### config.mk
export PLATFORM = sky130hd
export DESIGN_NAME = ci_change_rx
export DESIGN_NICKNAME = d
export VERILOG_FILES = /design/src/rtl/ci_rx_pkg.sv /design/src/rtl/ci_port_filter.sv /design/src/rtl/ci_read_mux.sv /design/src/rtl/ci_change_rx.sv
export SDC_FILE = /design/constraint.sdc
export NUM_CORES = 1
export LEC_CHECK = 0
export BUFFER_PORTS_ARGS = -buffer_cell sky130_fd_sc_hd__buf_2
export CAP_MARGIN = 40
export CELL_PAD_IN_SITES_DETAIL_PLACEMENT = 0
export CELL_PAD_IN_SITES_GLOBAL_PLACEMENT = 1
export CORE_MARGIN = 5
export CORE_UTILIZATION = 35
export CTS_CLUSTER_SIZE = 14
export DETAILED_ROUTE_END_ITERATION = 16
export HOLD_SLACK_MARGIN = 0.02
export PLACE_DENSITY = 0.79
export SKIP_LAST_GASP = 1
export SYNTH_ARGS = -nofsm -noshare
export SYNTH_HDL_FRONTEND = slang
export SYNTH_SLANG_ARGS = --single-unit
### constraint.sdc
create_clock -name clk -period 1.25 [get_ports clk]
set_clock_uncertainty 0.05 [all_clocks]
set_input_delay 0.125 -clock clk [delete_from_list [all_inputs] [get_ports clk]]
set_output_delay 0.125 -clock clk [all_outputs]
set_load 0.02 [all_outputs]
### src/rtl/ci_rx_pkg.sv
package ci_rx_pkg;
    localparam int CI_W     = 4;
    localparam int BYTE_W   = 8;
    localparam int FULL_BIT = CI_W;

    typedef struct packed {
        logic [CI_W-1:0] cand;
        logic [CI_W-1:0] acc;
        logic            full;
    } ci_port_st_t;
endpackage

### src/rtl/ci_port_filter.sv
module ci_port_filter
    import ci_rx_pkg::*;
(
    input  logic            clk,
    input  logic            rst_n,
    input  logic            soft_rst,
    input  logic            stb,
    input  logic [CI_W-1:0] ci,
    input  logic            rd_clr,
    output logic [CI_W-1:0] acc,
    output logic            full
);
    ci_port_st_t st_d, st_q;
    logic        accept;

    always_comb begin
        st_d   = st_q;
        accept = stb && (ci == st_q.cand) && (ci != st_q.acc);
        if (soft_rst) begin
            st_d = '0;
        end else begin
            if (rd_clr) begin
                st_d.full = 1'b0;
            end
            if (stb) begin
                if (accept) begin
                    st_d.acc  = ci;
                    st_d.full = 1'b1;
                end
                st_d.cand = ci;
            end
        end
    end

    always_ff @(posedge clk or negedge rst_n) begin
        if (!rst_n) begin
            st_q <= '0;
        end else begin
            st_q <= st_d;
        end
    end

    assign acc  = st_q.acc;
    assign full = st_q.full;
endmodule

### src/rtl/ci_read_mux.sv
module ci_read_mux
    import ci_rx_pkg::*;
#(
    parameter int NPORTS = 4,
    localparam int ADDR_W = $clog2(NPORTS)
) (
    input  logic [NPORTS*CI_W-1:0] acc_flat,
    input  logic [NPORTS-1:0]      full_vec,
    input  logic                   rd_en,
    input  logic [ADDR_W-1:0]      rd_addr,
    output logic [BYTE_W-1:0]      rd_data,
    output logic [NPORTS-1:0]      rd_clr
);
    logic [BYTE_W-1:0] byte_arr [NPORTS];

    for (genvar p = 0; p < NPORTS; p++) begin : g_byte
        always_comb begin
            byte_arr[p]           = '0;
            byte_arr[p][CI_W-1:0] = acc_flat[p*CI_W +: CI_W];
            byte_arr[p][FULL_BIT] = full_vec[p];
        end
        assign rd_clr[p] = rd_en && (rd_addr == ADDR_W'(p));
    end

    assign rd_data = byte_arr[rd_addr];
endmodule

### src/rtl/ci_change_rx.sv
module ci_change_rx
    import ci_rx_pkg::*;
#(
    parameter int NPORTS = 4,
    localparam int ADDR_W = $clog2(NPORTS)
) (
    input  logic                   clk,
    input  logic                   rst_n,
    input  logic                   soft_rst,
    input  logic [NPORTS-1:0]      frame_stb,
    input  logic [NPORTS*CI_W-1:0] frame_ci,
    input  logic                   rd_en,
    input  logic [ADDR_W-1:0]      rd_addr,
    output logic [BYTE_W-1:0]      rd_data,
    input  logic                   irq_en,
    output logic                   irq
);
    logic [NPORTS*CI_W-1:0] acc_flat;
    logic [NPORTS-1:0]      full_vec;
    logic [NPORTS-1:0]      rd_clr;

    for (genvar p = 0; p < NPORTS; p++) begin : g_port
        ci_port_filter u_filt (
            .clk      (clk),
            .rst_n    (rst_n),
            .soft_rst (soft_rst),
            .stb      (frame_stb[p]),
            .ci       (frame_ci[p*CI_W +: CI_W]),
            .rd_clr   (rd_clr[p]),
            .acc      (acc_flat[p*CI_W +: CI_W]),
            .full     (full_vec[p])
        );
    end

    ci_read_mux #(.NPORTS(NPORTS)) u_mux (
        .acc_flat (acc_flat),
        .full_vec (full_vec),
        .rd_en    (rd_en),
        .rd_addr  (rd_addr),
        .rd_data  (rd_data),
        .rd_clr   (rd_clr)
    );

    assign irq = irq_en && (|full_vec);
endmodule

==> run metrics, run 1 <==
CTS tree yes; final period utilization 129%; status finished, violations left; chip height between 80 and 90 µm; Overflow after GRT 0; Placer Congestion 0.754; cells along the critical path buf_6, mux4_2, buf_6; RSZ-0062 raised after global routing yes; failing checks setup timing; Reg-to-Reg Start g_port[3].u_filt.acc[2]$_DFFE_PN0P_; fill cell count 540; IO Pins 36; Worst Hold Path EP g_port[0].u_filt.acc[0]$_DFFE_PN0P_; final setup fails 26; WL final 4.59 mm; Critical Path Fanout Max 2; M2 GR Usage 20.1%; Critical Path RT 1.08 ns; GRT Total Usage between 10% and 20%; LEAKAGE 1.33 nW; total of max-cap violations 0; cell count of the worst reg-to-reg path 6; final setup TNS -5.17 ns; Post-DP HPWL 3.35 mm; wire per inst 13.6 µm; top-area cell type share of the netlist area 41.5%; hold path depth 3; leading cell types in the layout, fill and taps excluded dfrtp_1 (36), mux2i_1 (32), buf_2 (26), buf_4 (23), nand2_1 (21); CTS Sinks 36; area grow syn2layout 35.3%; Antenna diodes 0; Cell Area, Synth 2170 µm²; crit start category register; commonest non-fill, non-tap cell in the layout dfrtp_1; Clock Path Buffers 2; count of different cell masters after synthesis 23; via count 1562; DRT iter0 DRCs between 40 and 50; setup ws final -0.362 ns; Mapped Avg Cell Area 10.8 µm²; initial antenna violation count 0; CP Capture Type output pin; CTS buffer count 5; die width 88.8 µm; fin. max-slew vios 0; PortBufs 32; Cell Rows 28; clk_lat worst skew between 0.2 and 0.3 ns; Post-DRT Antenna Nets 0; largest net degree at the start of global routing 41; reg2reg setup slack -0.23 ns; final hold violation count 0; Starting Density 36.3%; min Tclk post-route 1.61 ns; Reg2Reg Capture Point g_port[3].u_filt.acc[2]$_DFFE_PN0P_; met3 Usage GRT under 10%; crit-path most repeated cell buf_6; drt drc 0; CTS clk-pin slew, worst paths 0.07 ns; max incr delay on CP about 0.48 ns; post-synthesis sequential area ratio 41.5%; P per Cell Area 885 nW/µm²; CP Class reg2out; Synth area leader dfrtp_1; synthesized instance count 201; Fmax 620 MHz; DR pass1 iterations 4; Hold Crit Start frame_ci[0]; Total Nets Final 289; Peak VDD IR roughly 0.39 mV; core area 5990 µm²; Vias/cell ~4.6; clk root buf clkbuf_8; vias in the first global route around 1600; Hold WC Path Type in2reg; Area contributors post-synth dfrtp_1 (41%), mux2i_1 (15%), xnor2_1 (6.5%), xor2_1 (6.5%), mux4_2 (5.2%); first-pass GRT wire length ~7.8 mm; Warnings, synthesis 0; dpl ws -0.171 ns; slowest CP cell mux4_2; Synth Register Bits 36; # H-tree levels 2; die area 7880 µm²; Arr. time, crit path 1.44 ns; Global Route met1 Usage 16.9%; GRT Max-Usage Layer met2; fraction of layout cells with a size suffix above 1 39.3%
==> how the worst max path moves through the flow <==
stage,startpoint,endpoint,slack (ns),cells after the start
after floorplan,g_port[0].u_filt.acc[2]$_DFFE_PN0P_,g_port[0].u_filt.full$_DFF_PN0_,-0.11,4
after global routing,g_port[3].u_filt.acc[2]$_DFFE_PN0P_,rd_data[2],-0.40,3
after detailed placement,g_port[2].u_filt.acc[1]$_DFFE_PN0P_,g_port[2].u_filt.full$_DFF_PN0_,-0.17,4
after global placement,g_port[2].u_filt.acc[1]$_DFFE_PN0P_,g_port[2].u_filt.full$_DFF_PN0_,-0.14,4
after CTS,g_port[3].u_filt.acc[0]$_DFFE_PN0P_,rd_data[0],-0.37,3
final,g_port[3].u_filt.acc[2]$_DFFE_PN0P_,rd_data[2],-0.36,3
==> state kept, by name (all words and copies together) (netlist names) <==
signal / flops
g_port.u_filt.full: 4
g_port.u_filt.st_q: 16
g_port.u_filt.acc: 16
==> cell usage after synthesis (all sizes together) <==
library cell and instances:
nand2b 16, or3 2, clkbuf 5, a21boi 2, nor2 16, a21oi 2, o21ba 2, conb 1
nand3 4, nor2b 5, nand2 21, xnor2 16, o41a 1, xor2 16, mux2i 32, nor3 4
nor4 4, buf 8, o21ai 2, inv 1, mux4 5, dfrtp 36
==> worst max-delay path, delay by kind of cell (launching register included) <==
kind	cells	cell delay [ns]
muxes	1	0.48
DFF	1	0.39
buffers and inverters	2	0.27
==> power breakdown <==
| part | internal [W] | switching (W) | total (W) | leakage [nW] |
|---|---|---|---|---|
| clock | 0.000491 | 0.000408 | 0.000899 | 0.0503 |
| combinational | 0.000226 | 0.000246 | 0.000472 | 0.785 |
| sequential | 0.00120 | 0.0000287 | 0.00123 | 0.491 |
| total | 0.00192 | 0.000683 | 0.00260 | 1.33 |
==> repair_timing <==
item / CTS / global route
resized for setup: 23 / 15
pin swaps: 8 / 8
setup endpoints to repair: 26 / 26
setup buffers: 12 / 3
hold endpoints to repair: 36 / 0
hold buffers: 1 / 0
==> layer usage <==
layer  up-vias  share of wire, %  routed length (µm)
met5         -                 0                   0
met4         0               1.3                  58
met3         7               4.3                 198
met2        23                49                2250
met1       748                45                2080
li1        784                 -                   -
==> cells by family after synthesis <==
logic type / synth area share (%)
simple gates: 19.2
mux: 19.9
flops: 41.5
xor+xnor: 12.9
buf+inv: 3.23
compound gates: 3.05
other cells: 0.173
==> area by class of cell <==
cell class	instances	area [µm²]	share of cell area, %
well taps	75	93.8	3.19
repair buffers	65	499	17.0
multi-input cells	153	1350	45.8
flip-flops and latches	36	901	30.7
inverters	1	3.75	0.128
clock buffers	7	96.3	3.28
==> metrics by stage <==
| step | power [W] | hold slack [ns] | util (%) | std cells | cell area (µm²) |
|---|---|---|---|---|---|
| 6_report | 0.00260 | 0.0783 | 49.1 | 337 | 2940 |
| 5_1_grt | 0.00273 | 0.0877 | 49.1 | 337 | 2940 |
| 4_1_cts | 0.00261 | 0.0683 | 47.0 | 334 | 2810 |
| 3_5_place_dp | 0.00167 | 0.0556 | 42.2 | 315 | 2530 |
| 3_3_place_gp | 0.00167 | 0.0571 | 42.2 | 315 | 2530 |
| 2_1_floorplan | 0.00151 | -0.221 | - | 203 | 2180 |
(Power assumes the default switching activity.)
==> inputs of run 2 (changes only) <==
Settings changed: PLACE_DENSITY 0.79 to 0.78, SYNTH_HIERARCHICAL from default to 1.
==> run 2 against run 1 <==
  * The flow still finishes with violations (setup timing)
  * Global-route usage shrank 0.23 points
  * Critical path depth did not move
  * Core utilization shrank 1.8 points
  * Design area increased by 3.4%
  * Synthesized area grew 7.2%
  * Wire length is 9.8% higher
  * First-iteration DRC count up 29%
  * Worst hold slack about the same
  * Sequential share of layout area shrank 1.0 points
  * Critical endpoint is now rd_data[3]
==> run metrics, run 2 <==
leading cell types in the layout, fill and taps excluded dfrtp_1 (36), mux2i_1 (32), buf_2 (26), buf_4 (21), nand2b_1 (20) (was dfrtp_1 (36), mux2i_1 (32), buf_2 (26), buf_4 (23), nand2_1 (21)); Hold Crit Start frame_ci[3] (was frame_ci[0]); CP Class reg2out (unchanged); crit start category register (unchanged); Area contributors post-synth dfrtp_1 (39%), mux2i_1 (14%), buf_4 (6.1%), xnor2_1 (6.0%), xor2_1 (6.0%) (was dfrtp_1 (41%), mux2i_1 (15%), xnor2_1 (6.5%), xor2_1 (6.5%), mux4_2 (5.2%)); fraction of layout cells with a size suffix above 1 38.3% (was 39.3%); Fin Hold WS 0.0780 ns (was 0.0783 ns); CTS tree yes (unchanged); initial antenna violation count 0 (unchanged); cells along the critical path buf_6, mux4_2, buf_6 (unchanged); wire per inst 14.8 µm (was 13.6 µm); # H-tree levels 2 (unchanged); first-pass GRT wire length 8.27 mm (was 7.76 mm); P per Cell Area 860 nW/µm² (was 885 nW/µm²); CTS Sinks 36 (unchanged); slowest CP cell mux4_2 (unchanged); Arr. time, crit path 1.46 ns (was 1.44 ns); top-area cell type share of the netlist area 38.7% (was 41.5%); status finished, violations left (unchanged); WL final 5.04 mm (was 4.59 mm); top-count cell post-synth dfrtp_1 (unchanged); Starting Density 36.3% (about the same); largest net degree at the start of global routing 37 (was 41); Hold WC Path Type in2reg (unchanged); internal power 0.00190 W (was 0.00192 W); drt drc 0 (unchanged); clk_lat worst skew 0.29 ns (about the same); post-synthesis sequential area ratio 38.7% (was 41.5%); vias in the first global route 1685 (was 1620); Post-DRT Antenna Nets 0 (unchanged); combinational share of power 19.5% (was 18.1%); GRT Total Usage 12.5% (was 12.7%); synthesized instance count 216 (was 201); fin. max-slew vios 0 (unchanged); synth cell count leaders dfrtp_1 (36), mux2i_1 (32), nand2b_1 (20) (was dfrtp_1 (36), mux2i_1 (32), nand2_1 (21)); Vias/cell 4.74 (was 4.64); CTS clk-pin slew, worst paths 0.08 ns (was 0.07 ns); die area 8380 µm² (was 7880 µm²); final hold violation count 0 (unchanged); Post-DP HPWL 3.49 mm (was 3.35 mm); Placer Congestion 0.759 (was 0.754); LEAKAGE 1.39 nW (was 1.33 nW); Peak VDD IR 0.406 mV (was 0.389 mV); Cell Rows 29 (was 28); Clock Path Buffers 2 (unchanged); total of max-cap violations 0 (unchanged); area grow syn2layout 30.5% (was 35.3%); final period utilization 131% (was 129%); post-layout util 47.3% (was 49.1%); commonest non-fill, non-tap cell in the layout dfrtp_1 (unchanged); placed cell areas 2560 µm² (was 2530 µm²); via count 1615 (was 1562); Critical Path RT 1.08 ns (about the same); clock network power share 33.3% (was 34.6%); clk root buf clkbuf_8 (unchanged); Mapped Avg Cell Area 10.8 µm² (about the same); post-route cell area 3040 µm² (was 2940 µm²); setup ws final -0.386 ns (was -0.362 ns); max incr delay on CP 0.49 ns (was 0.48 ns); PortBufs 32 (unchanged); Synth Flop Type dfrtp_1 (unchanged); crit-path most repeated cell buf_6 (unchanged); DR pass1 iterations 4 (unchanged); Warnings, synthesis 6 (was 0); Critical Path Fanout Max 2 (unchanged); count of different cell masters after synthesis 22 (was 23); switching power 0.000713 W (was 0.000683 W); Synth Register Bits 36 (unchanged); Fmax 611 MHz (was 620 MHz); failing checks setup timing (unchanged); Cells after DPL 318 (was 315); asr flop ratio synth 100% (unchanged); number of synthesized flops with an enable pin 0 (unchanged); RSZ-0062 raised after global routing yes (unchanged); post-route insts no fill 341 (was 337); Overflow after GRT 0 (unchanged); Antenna diodes 0 (unchanged); DRT iter0 DRCs 54 (was 42); final setup fails 26 (unchanged); Switching Fraction 27.3% (was 26.3%); register share of total power 47.2% (was 47.3%); total chip power 0.00261 W (was 0.00260 W); core area 6420 µm² (was 5990 µm²); CP Capture Type output pin (unchanged); Reg-to-Reg Start g_port[3].u_filt/acc[2]$_DFFE_PN0P_ (was g_port[3].u_filt.acc[2]$_DFFE_PN0P_); Critical Path Source g_port[1].u_filt/acc[3]$_DFFE_PN0P_ (was g_port[3].u_filt.acc[2]$_DFFE_PN0P_); chip height 91.6 µm (was 88.8 µm); Synth area leader dfrtp_1 (unchanged); Total Nets Final 290 (was 289); CTS buffer count 5 (unchanged); IO Pins 36 (unchanged); die width 91.6 µm (was 88.8 µm); Cell Area, Synth 2330 µm² (was 2170 µm²); min Tclk post-route 1.64 ns (was 1.61 ns)
-- run 2: critical path, delay by kind of cell, from the launching register on --
| kind | cells | cell delay, ns |
|---|---|---|
| buffers and inverters | 2 | 0.28 |
| DFF | 1 | 0.40 |
| muxes | 1 | 0.49 |
-- run 2: area by class of cell --
cell class | count | area (µm²)
fillers | 587 | 3380
multi-input cells | 153 | 1430
flip-flops and latches | 36 | 901
repair buffers | 67 | 520
well taps | 77 | 96.3
clock buffers | 8 | 90.1
-- run 2: kinds of logic (layout without fill, tap and decap cells) --
logic type / count (synthesis) / in the layout / share of synthesized area [%]
flip-flops: 36 / 36 / 38.7
multiplexers: 37 / 37 / 18.6
AO/OA/AOI/OAI: 5 / 5 / 2.20
buffers and inverters: 29 / 75 / 8.33
AND/OR/NAND/NOR: 76 / 76 / 20.0
XOR/XNOR: 32 / 32 / 12.0
other: 1 / 3 / 0.161
-- run 2: final timing paths --
check                                                            end  slack, ns  cells after the start
worst max-delay path                                      rd_data[3]      -0.39                      3
worst min-delay path             g_port[0].u_filt/acc[3]$_DFFE_PN0P_       0.08                      3
worst max register to register       g_port[3].u_filt/full$_DFF_PN0_      -0.24                      5
worst min register to register  g_port[3].u_filt/st_q[5]$_DFFE_PN0P_       0.49                      2
max in group asynchronous        g_port[3].u_filt/acc[2]$_DFFE_PN0P_       0.67                      3
min in group asynchronous       g_port[0].u_filt/st_q[6]$_DFFE_PN0P_       0.27                      3
-- run 2: power by group through the flow --
stage	clock (W)	combinational, W	sequential [W]
global route	0.000946	0.000558	0.00124
CTS	0.000903	0.000465	0.00123
global placement	0	0.000436	0.00125
detailed placement	0	0.000435	0.00125
finish	0.000870	0.000509	0.00123
floorplan	0	0.000282	0.00125
-- run 2: routing by layer --
layer  GRT usage, %  routed length, µm  part of all wire (%)  up-vias
met3           4.05                282                   5.6        7
met5              0                  0                     0        -
met4           4.52                 73                   1.4        0
li1               -                  -                     -      781
met2           20.0               2370                    47       31
met1           15.7               2310                    46      796
-- run 2: metrics by stage --
stage / worst slack [ns] / TNS [ns]
after floorplan: -0.0836 / -1.12
after global placement: -0.138 / -2.08
after detailed placement: -0.148 / -2.42
after CTS: -0.386 / -5.98
after global routing: -0.412 / -7.22
final: -0.386 / -5.65
-- run 2: timing repair --
item | 4_1_cts | 5_1_grt
hold endpoints to repair | 36 | 0
gates resized for setup | 24 | 22
endpoints found under the setup margin | 26 | 26
hold buffers | 1 | 0
pin swaps | 8 | 14
setup buffers | 13 | 3
==> inputs of run 3 (changes only) <==
Settings changed: CORE_MARGIN 5 to 2, PLACE_DENSITY 0.78 to 0.76, SLEW_MARGIN from default to 30.
Clock period 1.25 ns to 1.7 ns, I/O delays scaled along.
==> run 3 against run 2 <==
  * The run now ends clean
  * Worst setup slack improved by 0.49 ns
  * Final cell count is 8.8% lower
  * Non-clock buffer count fell by 30
  * Count of clock-buffer cells in the layout is the same
  * Critical endpoint is now rd_data[1]
==> run metrics, run 3 (synthesized netlist as in run 2, its figures left out) <==
Worst path depth 2 (was 3); slowest CP cell mux4_2 (unchanged); CTS tree yes (unchanged); Hold WC Path Type in2reg (unchanged); Buf/Inv on CP 1 (was 2); Overflow after GRT 0 (unchanged); worst-margin pin slew 0.547 ns; CTS clk-pin slew, worst paths 0.07 ns (was 0.08 ns); total of max-cap violations 0 (unchanged); internal power 0.00135 W (was 0.00190 W); Critical Path Fanout Max 3 (was 2); GRT Total Usage 13.1% (was 12.5%); cells along the critical path mux4_2, buf_2 (was buf_6, mux4_2, buf_6); # H-tree levels 2 (unchanged); setup ws final 0.103 ns (was -0.386 ns); IO Pins 36 (unchanged); clock network power share 35.0% (was 33.3%); Switching Fraction 27.0% (was 27.3%); Clock Path Buffers 2 (unchanged); total chip power 0.00185 W (was 0.00261 W); clk root buf clkbuf_8 (unchanged); die area 7320 µm² (was 8380 µm²); register share of total power 49.0% (was 47.2%); fraction of layout cells with a size suffix above 1 24.8% (was 38.3%); min Tclk post-route between 1.5 and 2 ns; DR pass1 iterations 4 (unchanged); switching power 0.000500 W (was 0.000713 W); CP Class reg2out (unchanged); crit start category register (unchanged); Starting Density 36.5% (was 36.3%); Reg-to-Reg Start g_port[1].u_filt/acc[1]$_DFFE_PN0P_ (was g_port[3].u_filt/acc[2]$_DFFE_PN0P_); LEAKAGE 1.18 nW (was 1.39 nW); Slew headroom 63.6%; Post-DRT Antenna Nets 0 (unchanged); vias in the first global route 1477 (was 1685); final setup TNS 0 ns (was -5.65 ns); Vias/cell 4.70 (was 4.74); RSZ-0062 raised after global routing no (was yes); chip height 85.6 µm (was 91.6 µm); die width 85.6 µm (was 91.6 µm); DRT iter0 DRCs 30 (was 54); drt drc 0 (unchanged); wire per inst 14.1 µm (was 14.8 µm); combinational share of power 16.0% (was 19.5%); Gates resized, CTS repair 0 (was 24); clk_lat worst skew 0.29 ns (about the same); max incr delay on CP 0.48 ns (was 0.49 ns); Critical Path RT 1.48 ns (was 1.08 ns); Fin Hold WS 0.105 ns (was 0.0780 ns); via count 1462 (was 1615); final period utilization a little over nine tenths; CTS Sinks 36 (unchanged); WL final 4.39 mm (was 5.04 mm); Fmax 626 MHz; largest net degree at the start of global routing 36 (was 37); fill cell count 658 (was 587); CP top delay family multiplexers (unchanged); Peak VDD IR 0.273 mV (was 0.406 mV); Arr. time, crit path 1.38 ns (was 1.46 ns); Placer Congestion 0.718 (was 0.759); reg2reg setup slack 0.26 ns (was -0.24 ns); status finished, final reports clean (was finished, violations left); commonest non-fill, non-tap cell in the layout dfrtp_1 (unchanged); Post-DP HPWL 3.26 mm (was 3.49 mm); initial antenna violation count 0 (unchanged); final setup fails 0 (was 26); Total Nets Final 260 (was 290); core area 6390 µm² (was 6420 µm²); Critical Path Source g_port[1].u_filt/acc[1]$_DFFE_PN0P_ (was g_port[1].u_filt/acc[3]$_DFFE_PN0P_); CP Capture Type output pin (unchanged); PortBufs 32 (unchanged); fin. max-slew vios 0 (unchanged); dpl ws 0.266 ns (was -0.148 ns); leading cell types in the layout, fill and taps excluded dfrtp_1 (36), mux2i_1 (32), buf_2 (32), nand2b_1 (20) (was dfrtp_1 (36), mux2i_1 (32), buf_2 (26), buf_4 (21), nand2b_1 (20)); Antenna diodes 0 (unchanged); area grow syn2layout 9.14% (was 30.5%); final hold violation count 0 (unchanged); cell count of the worst reg-to-reg path 4 (was 5); first-pass GRT wire length 7.44 mm (was 8.27 mm); Hold Crit Start frame_ci[3] (unchanged); P per Cell Area 728 nW/µm² (was 860 nW/µm²); hold path depth 3 (unchanged); CTS buffer count 5 (unchanged); Cell Rows 29 (unchanged)
## run 3: changes by cell type in the layout (fill, tap and decap cells not counted), moves of 3 or more
cell | previous run | this run
nor4_2 | 1 | 4
buf_6 | 18 | 0
nor4_4 | 3 | 0
buf_2 | 26 | 32
xor2_4 | 6 | 0
buf_4 | 21 | 3
xor2_1 | 6 | 16
xor2_2 | 4 | 0
## run 3: final timing paths
path,end
min reg2reg,g_port[3].u_filt/st_q[8]$_DFFE_PN0P_
min in group asynchronous,g_port[0].u_filt/st_q[7]$_DFFE_PN0P_
max reg2reg,g_port[1].u_filt/full$_DFF_PN0_
min,g_port[0].u_filt/acc[3]$_DFFE_PN0P_
max in group asynchronous,g_port[3].u_filt/st_q[7]$_DFFE_PN0P_
max,rd_data[1]
## run 3: repair_timing
action | in CTS | in global routing
endpoints found under the hold margin | 16 | 0
buffers inserted | 0 | 0
hold buffers | 1 | 0
## run 3: per-stage QoR
step | cells | util (%) | area [µm²]
2_1_floorplan | 218 | - | 2340
3_3_place_gp | 302 | 38.2 | 2440
3_5_place_dp | 302 | 38.2 | 2440
4_1_cts | 311 | 39.8 | 2540
5_1_grt | 311 | 39.8 | 2540
6_report | 311 | 39.8 | 2540
## run 3: worst register-to-register path, cell delays in order, from the launching register on
cell	delay [ns]
dfrtp_1	0.43
xor2_1	0.17
nor4_2	0.38
nor3_4	0.12
o21ba_1	0.19
## run 3: area by class of cell
type,instances,area (µm²),area share [%]
timing repair buffer,37,213,8.37
sequential,36,901,35.5
multi-input combinational,153,1240,48.8
tap,77,96.3,3.79
clock buffer,8,90.1,3.55
## run 3: routing by layer
metal	global-route usage, %	part of all wire (%)	up-vias
met2	18.7	45	27
li1	-	-	732
met3	4.62	4.2	5
met5	0	0	-
met1	19.1	50	698
met4	3.03	0.80	0
## run 3: power by group through the flow
stage	clock [W]	combinational, W	sequential [W]
after floorplan	0	0.000208	0.000918
after global placement	0	0.000299	0.000922
after detailed placement	0	0.000300	0.000923
after CTS	0.000674	0.000303	0.000906
after global routing	0.000711	0.000332	0.000910
final	0.000648	0.000297	0.000906
